==> src/rtl/fsr_pkg.sv <==
package fsr_pkg;

   localparam int NUM_RATIOS = 6;

   typedef logic [2:0] ratio_code_t;

   localparam ratio_code_t CODE_NONE = 3'd7;

   // Nominal cycle count for ratio index: even → 128·2^(i/2), odd → 192·2^(i/2)
   function automatic int nominal_ratio(input int idx);
      int base;
      base = ((idx % 2) == 0) ? 128 : 192;
      return base << (idx / 2);
   endfunction

   // Indices forbidden in low-sample-rate mode (128 and 192)
   function automatic bit banned_low_fs(input int idx);
      return (idx < 2);
   endfunction

endpackage

==> src/rtl/fsr_sync_edge.sv <==
module fsr_sync_edge #(
   parameter int STAGES = 2
) (
   input  logic clk,
   input  logic rst_n,
   input  logic async_in,
   output logic rise
);

   if (STAGES < 2) begin : g_bad_stages
      $error("fsr_sync_edge: STAGES must be at least 2");
   end

   logic [STAGES-1:0] chain;
   logic              last_q;

   always_ff @(posedge clk) begin
      if (!rst_n) begin
         chain  <= '0;
         last_q <= 1'b0;
      end else begin
         chain  <= {chain[STAGES-2:0], async_in};
         last_q <= chain[STAGES-1];
      end
   end

   assign rise = chain[STAGES-1] & ~last_q;

endmodule

==> src/rtl/fsr_period_counter.sv <==
module fsr_period_counter #(
   parameter int LIMIT = 771,
   parameter int CNT_W = 10
) (
   input  logic             clk,
   input  logic             rst_n,
   input  logic             rise,
   output logic [CNT_W-1:0] meas,
   output logic             meas_vld,
   output logic             overrun
);

   if ((LIMIT + 1) >= (1 << CNT_W)) begin : g_bad_width
      $error("fsr_period_counter: CNT_W too small for LIMIT");
   end

   localparam logic [CNT_W-1:0] LIM_C  = CNT_W'(LIMIT);
   localparam logic [CNT_W-1:0] WARN_C = CNT_W'(LIMIT - 1);

   logic [CNT_W-1:0] cnt;
   logic             seen;

   always_ff @(posedge clk) begin
      if (!rst_n) begin
         cnt      <= '0;
         seen     <= 1'b0;
         meas     <= '0;
         meas_vld <= 1'b0;
         overrun  <= 1'b0;
      end else begin
         meas_vld <= 1'b0;
         overrun  <= 1'b0;
         if (rise) begin
            meas     <= cnt + 1'b1;
            meas_vld <= seen;
            cnt      <= '0;
            seen     <= 1'b1;
         end else if (seen) begin
            if (cnt < LIM_C) cnt <= cnt + 1'b1;
            if (cnt == WARN_C) overrun <= 1'b1;
         end
      end
   end

endmodule

==> src/rtl/fsr_classifier.sv <==
module fsr_classifier #(
   parameter int CNT_W = 10,
   parameter int TOL   = 2
) (
   input  logic                 [CNT_W-1:0] meas,
   input  logic                             low_fs_mode,
   output logic                             cand_ok,
   output fsr_pkg::ratio_code_t             cand_code
);

   import fsr_pkg::*;

   logic [NUM_RATIOS-1:0] hit;
   logic [NUM_RATIOS-1:0] ban;

   for (genvar g = 0; g < NUM_RATIOS; g++) begin : g_window
      localparam int NOM = nominal_ratio(g);
      localparam logic [CNT_W-1:0] LO = CNT_W'(NOM - TOL);
      localparam logic [CNT_W-1:0] HI = CNT_W'(NOM + TOL);
      assign hit[g] = (meas >= LO) && (meas <= HI);
      assign ban[g] = low_fs_mode && banned_low_fs(g);
   end

   always_comb begin
      cand_ok   = 1'b0;
      cand_code = CODE_NONE;
      for (int i = NUM_RATIOS - 1; i >= 0; i--) begin
         if (hit[i] && !ban[i]) begin
            cand_ok   = 1'b1;
            cand_code = ratio_code_t'(i);
         end
      end
   end

endmodule

==> src/rtl/fsr_lock_tracker.sv <==
module fsr_lock_tracker #(
   parameter int LOCK_RUNS = 2
) (
   input  logic                 clk,
   input  logic                 rst_n,
   input  logic                 meas_vld,
   input  logic                 overrun,
   input  logic                 cand_ok,
   input  fsr_pkg::ratio_code_t cand_code,
   output fsr_pkg::ratio_code_t code_q,
   output logic                 locked_q,
   output logic                 err_q
);

   import fsr_pkg::*;

   localparam int RUN_W = $clog2(LOCK_RUNS + 1) + 1;
   localparam logic [RUN_W-1:0] RUN_MAX = RUN_W'(LOCK_RUNS);

   ratio_code_t      prev_code;
   logic [RUN_W-1:0] run_q;
   logic [RUN_W-1:0] run_nx;
   logic             same;
   logic             lock_nx;

   always_comb begin
      same    = (cand_code == prev_code) && (run_q != '0);
      if (same) run_nx = (run_q == RUN_MAX) ? run_q : run_q + 1'b1;
      else      run_nx = RUN_W'(1);
      lock_nx = (run_nx >= RUN_MAX);
   end

   always_ff @(posedge clk) begin
      if (!rst_n) begin
         code_q    <= CODE_NONE;
         locked_q  <= 1'b0;
         err_q     <= 1'b0;
         prev_code <= CODE_NONE;
         run_q     <= '0;
      end else if (overrun || (meas_vld && !cand_ok)) begin
         code_q    <= CODE_NONE;
         locked_q  <= 1'b0;
         err_q     <= 1'b1;
         prev_code <= CODE_NONE;
         run_q     <= '0;
      end else if (meas_vld) begin
         prev_code <= cand_code;
         run_q     <= run_nx;
         locked_q  <= lock_nx;
         code_q    <= lock_nx ? cand_code : CODE_NONE;
         err_q     <= 1'b0;
      end
   end

endmodule

==> src/rtl/fs_ratio_detect.sv <==
module fs_ratio_detect #(
   parameter int SYNC_STAGES = 2,
   parameter int TOL         = 2,
   parameter int LOCK_RUNS   = 2
) (
   input  logic       clk,
   input  logic       rst_n,
   input  logic       frame_in,
   input  logic       low_fs_mode,
   output logic [2:0] ratio_code,
   output logic       ratio_locked,
   output logic       ratio_err
);

   import fsr_pkg::*;

   localparam int MAX_NOM = nominal_ratio(NUM_RATIOS - 1);
   localparam int LIMIT   = MAX_NOM + TOL + 1;
   localparam int CNT_W   = $clog2(LIMIT + 2);

   if (TOL < 0 || TOL >= 32) begin : g_bad_tol
      $error("fs_ratio_detect: TOL must lie in 0..31 so windows stay disjoint");
   end
   if (LOCK_RUNS < 1) begin : g_bad_runs
      $error("fs_ratio_detect: LOCK_RUNS must be at least 1");
   end

   logic             w_rise;
   logic [CNT_W-1:0] w_meas;
   logic             w_meas_vld;
   logic             w_overrun;
   logic             w_cand_ok;
   ratio_code_t      w_cand_code;
   ratio_code_t      w_code;

   fsr_sync_edge #(.STAGES(SYNC_STAGES)) u_sync (
      .clk      (clk),
      .rst_n    (rst_n),
      .async_in (frame_in),
      .rise     (w_rise)
   );

   fsr_period_counter #(.LIMIT(LIMIT), .CNT_W(CNT_W)) u_cnt (
      .clk      (clk),
      .rst_n    (rst_n),
      .rise     (w_rise),
      .meas     (w_meas),
      .meas_vld (w_meas_vld),
      .overrun  (w_overrun)
   );

   fsr_classifier #(.CNT_W(CNT_W), .TOL(TOL)) u_cls (
      .meas        (w_meas),
      .low_fs_mode (low_fs_mode),
      .cand_ok     (w_cand_ok),
      .cand_code   (w_cand_code)
   );

   fsr_lock_tracker #(.LOCK_RUNS(LOCK_RUNS)) u_lock (
      .clk       (clk),
      .rst_n     (rst_n),
      .meas_vld  (w_meas_vld),
      .overrun   (w_overrun),
      .cand_ok   (w_cand_ok),
      .cand_code (w_cand_code),
      .code_q    (w_code),
      .locked_q  (ratio_locked),
      .err_q     (ratio_err)
   );

   assign ratio_code = w_code;

endmodule

==> config.mk <==
export PLATFORM = sky130hd
export DESIGN_NAME = fs_ratio_detect
export DESIGN_NICKNAME = d
export VERILOG_FILES = /design/src/rtl/fsr_pkg.sv /design/src/rtl/fsr_sync_edge.sv /design/src/rtl/fsr_period_counter.sv /design/src/rtl/fsr_classifier.sv /design/src/rtl/fsr_lock_tracker.sv /design/src/rtl/fs_ratio_detect.sv
export SDC_FILE = /design/constraint.sdc
export NUM_CORES = 1
export LEC_CHECK = 0
export ABC_AREA = 1
export ABC_CLOCK_PERIOD_IN_PS = 1750
export BUFFER_PORTS_ARGS = -buffer_cell sky130_fd_sc_hd__buf_2
export CAP_MARGIN = 10
export CORE_ASPECT_RATIO = 1.2
export CORE_MARGIN = 3
export CORE_UTILIZATION = 55
export CTS_CLUSTER_SIZE = 10
export DETAILED_ROUTE_END_ITERATION = 10
export GPL_TIMING_DRIVEN = 0
export HOLD_SLACK_MARGIN = 0.12
export PLACE_DENSITY = 0.79
export SLEW_MARGIN = 20
export SYNTH_ARGS = -nofsm -noshare
export SYNTH_HDL_FRONTEND = slang
export SYNTH_HIERARCHICAL = 1
export SYNTH_SLANG_ARGS = --single-unit
==> constraint.sdc <==
create_clock -name clk -period 1.75 [get_ports clk]
set_clock_uncertainty 0.2 [all_clocks]
set_input_delay 0.175 -clock clk [delete_from_list [all_inputs] [get_ports clk]]
set_output_delay 0.175 -clock clk [all_outputs]
set_load 0.005 [all_outputs]
==> metrics.csv <==
metric,value,unit
hold_path_class,reg2reg,
core_area,3750,um^2
ir_worst_vdd,476,uV
crit_family,simple AND/OR/NAND/NOR gates,
power.net_switching,0.462,mW
ys_types,28,
power_frac_seq,48.4,%
via_per_inst,5.19,
firstDrtPassIters,4,
end_kind,flop,
postPlaceCellArea,2360,um^2
p_comb_share,10.4,%
start_util,58.8,%
p_per_area,654,nW/um^2
critical_path_buf_inv_count,3,
synthToLayoutAreaGrowth,26.0,%
start_kind,flop,
cap_violations,0,
hpwl,3440,um
synth_area,2210,um^2
relSlewSlack,76.8,%
path_cells,inv_6 > nand2_4 > nor2_2 > nand3_2 > nand3_1 > nand2_1 > nand2_2 > nor2_2 > inv_2 > nand2_1 > nand2_2 > nor2_4 > nand3_2 > buf_4 > a21oi_1,
routed_wl,5560,um
io_pins,9,
crit_arrival,2.18,ns
power,1.82,mW
grt_use_total,22.3,%
root_buffer,clkbuf_8,
ys_seq_area_share,33.6,%
cts_buffers,5,
nets,384,
p_clk_share,41.2,%
sw_frac_of_total,25.4,%
p_leak,1.35,nW
required,1.75,ns
setup_viol,11,
rows,24,
antenna_found_initial,0,
worstSetupPathType,reg2reg,
grt_pass1_vias,2014,
via_count,2221,
synth_fp_nets,352,
critical-path-max-stage-delay,0.44,ns
violations,setup timing,
drc,0,
dieArea,4810,um^2
cts.htree.levels,2,
rsz0062_at_grt,yes,
grt_pass1_wl,8470,um
die_h,75.4,um
detail_route.wl_per_cell,13.0,um
maxSlewViolCount,0,
n_antenna_cell,0,
drive_gt1_share,34.8,%
clock_latency,0.29,ns
tightest_slew,0.347,ns
min_period_over_period,124,%
layout_setup_ws,-0.426,ns
crit_fanout,7,
ys_seq_elements,37,
cts_tree,built,
fin_hold_ws,0.215,ns
place.gp.congestion,0.890,
post-route-min-period,2.18,ns
ant_nets,0,
final-hold-violation-count,0,
grt_max_degree,14,
fmax,459,MHz
fin_area,2780,um^2
drt_iter0_markers,137,
outcome,"complete, but fails checks",
cp_slowest_cell,dfxtp_4,
io_buffers,8,
clk_pin_slew,0.08,ns
avgSynthCellArea,6.43,um^2
p_int,1.36,mW
yosys_warnings,6,
cts_buffer_depth,2,
syn_inst,343,
grt_overflow_total,0,
die_w,63.8,um
clock_sinks,37,
-- cell type report --
cell class              count  area (um^2)
clock inverters             3         43.8
fillers                   282          972
plain buffers               4         26.3
inverters                  50          203
repair buffers             26          190
clock buffers               5         68.8
flip-flops and latches     37          772
well taps                  52         65.1
multi-input cells         251         1410
-- registers in the layout, summed over array words and instances (netlist names) --
register,cells
u_cnt/cnt,10
u_cnt/meas,10
u_lock/code_q,3
u_lock/prev_code,3
u_lock/run_q,3
u_sync/chain,2
u_cnt/meas_vld,1
u_cnt/overrun,1
u_cnt/seen,1
u_lock/err_q,1
u_lock/locked_q,1
u_sync/last_q,1
-- routing by layer --
metal	vias to the layer above	wire length (um)	track usage, %
li1	1130	-	-
met1	1009	2280	24.4
met2	58	2880	41.7
met3	24	178	3.69
met4	0	218	12.0
met5	-	0	0
-- metrics by stage --
step / TNS (ns) / instances / setup WS [ns] / util (%)
after floorplan: -0.524 / 343 / -0.141 / -
after global placement: -2.87 / 403 / -0.377 / 62.8
after detailed placement: -3.05 / 403 / -0.401 / 62.8
after CTS: -2.50 / 422 / -0.299 / 70.5
after global routing: -4.86 / 428 / -0.575 / 74.1
final: -3.41 / 428 / -0.426 / 74.1
-- cell families after synthesis --
family / count (synthesis) / share of synthesized area [%]
buf+inv: 55 / 10.3
fa+ha+maj: 5 / 2.83
xor+xnor: 2 / 0.794
simple gates: 211 / 43.5
flops: 37 / 33.6
compound gates: 33 / 8.96
-- path summary, 6_finish.rpt --
check	from	slack, ns	cells after the start	to
setup / recovery	u_cnt/meas[9]	-0.43	15	u_lock/run_q[2]
hold / removal	u_sync/chain[0]	0.22	2	u_sync/chain[1]
setup reg to reg	u_cnt/meas[9]	-0.43	15	u_lock/run_q[2]
hold reg to reg	u_sync/chain[0]	0.22	2	u_sync/chain[1]
-- timing repair --
| item | in CTS | in global routing |
|---|---|---|
| endpoints found under the hold margin | 14 | 0 |
| buffers inserted | 9 | 6 |
| setup endpoints to repair | 11 | 11 |
| hold buffers | 3 | 0 |
| resized for setup | 35 | 30 |
| pin swaps | 20 | 16 |
-- cells in the mapped netlist --
cell type / number / area (um^2)
a22o_1: 2 / 17.5
clkbuf_8: 1 / 13.8
inv_2: 10 / 37.5
a21oi_1: 9 / 45.0
nor2_1: 48 / 180
nor2_2: 10 / 62.6
or2_2: 3 / 18.8
nand3b_1: 1 / 7.51
nand4_1: 5 / 31.3
nand2_4: 3 / 33.8
nand3_1: 18 / 90.1
o21bai_1: 5 / 37.5
nand3_2: 4 / 40.0
ha_1: 5 / 62.6
dfxtp_1: 37 / 741
o211ai_1: 3 / 22.5
inv_1: 40 / 150
nand2_2: 13 / 81.3
and3_1: 1 / 6.26
nand2_1: 103 / 387
nor2_4: 2 / 22.5
a21oi_2: 1 / 8.76
o21ai_1: 2 / 10.0
o22ai_1: 1 / 6.26
buf_2: 3 / 15.0
xor2_1: 2 / 17.5
o21ai_0: 10 / 50.1
buf_6: 1 / 11.3
-- cell usage in the layout, fill, tap and decap left out, drive strengths merged, types with 3 or more instances in the layout --
cell / n
nor2: 60
nand4: 5
a21oi: 10
o21bai: 5
dfxtp: 37
inv: 51
dlygate4sd3: 3
buf: 27
clkbuf: 5
or2: 3
nand3: 22
ha: 5
o211ai: 3
o21ai: 12
nand2: 119
-- worst min-delay path: cells and delay by family (launching register included) --
kind / cells / cell delay [ns]
DFF: 1 / 0.30
and+or+nand+nor: 1 / 0.05
buffers and inverters: 1 / 0.03
-- power groups by stage --
stage          combinational [mW]  clock, mW  sequential, mW
2_1_floorplan               0.125          0           0.900
3_3_place_gp                0.153          0           0.906
3_5_place_dp                0.156          0           0.906
4_1_cts                     0.174      0.769           0.878
5_1_grt                     0.216      0.798           0.882
6_report                    0.189      0.749           0.880
Note: power is estimated with default switching activity, not from simulation.
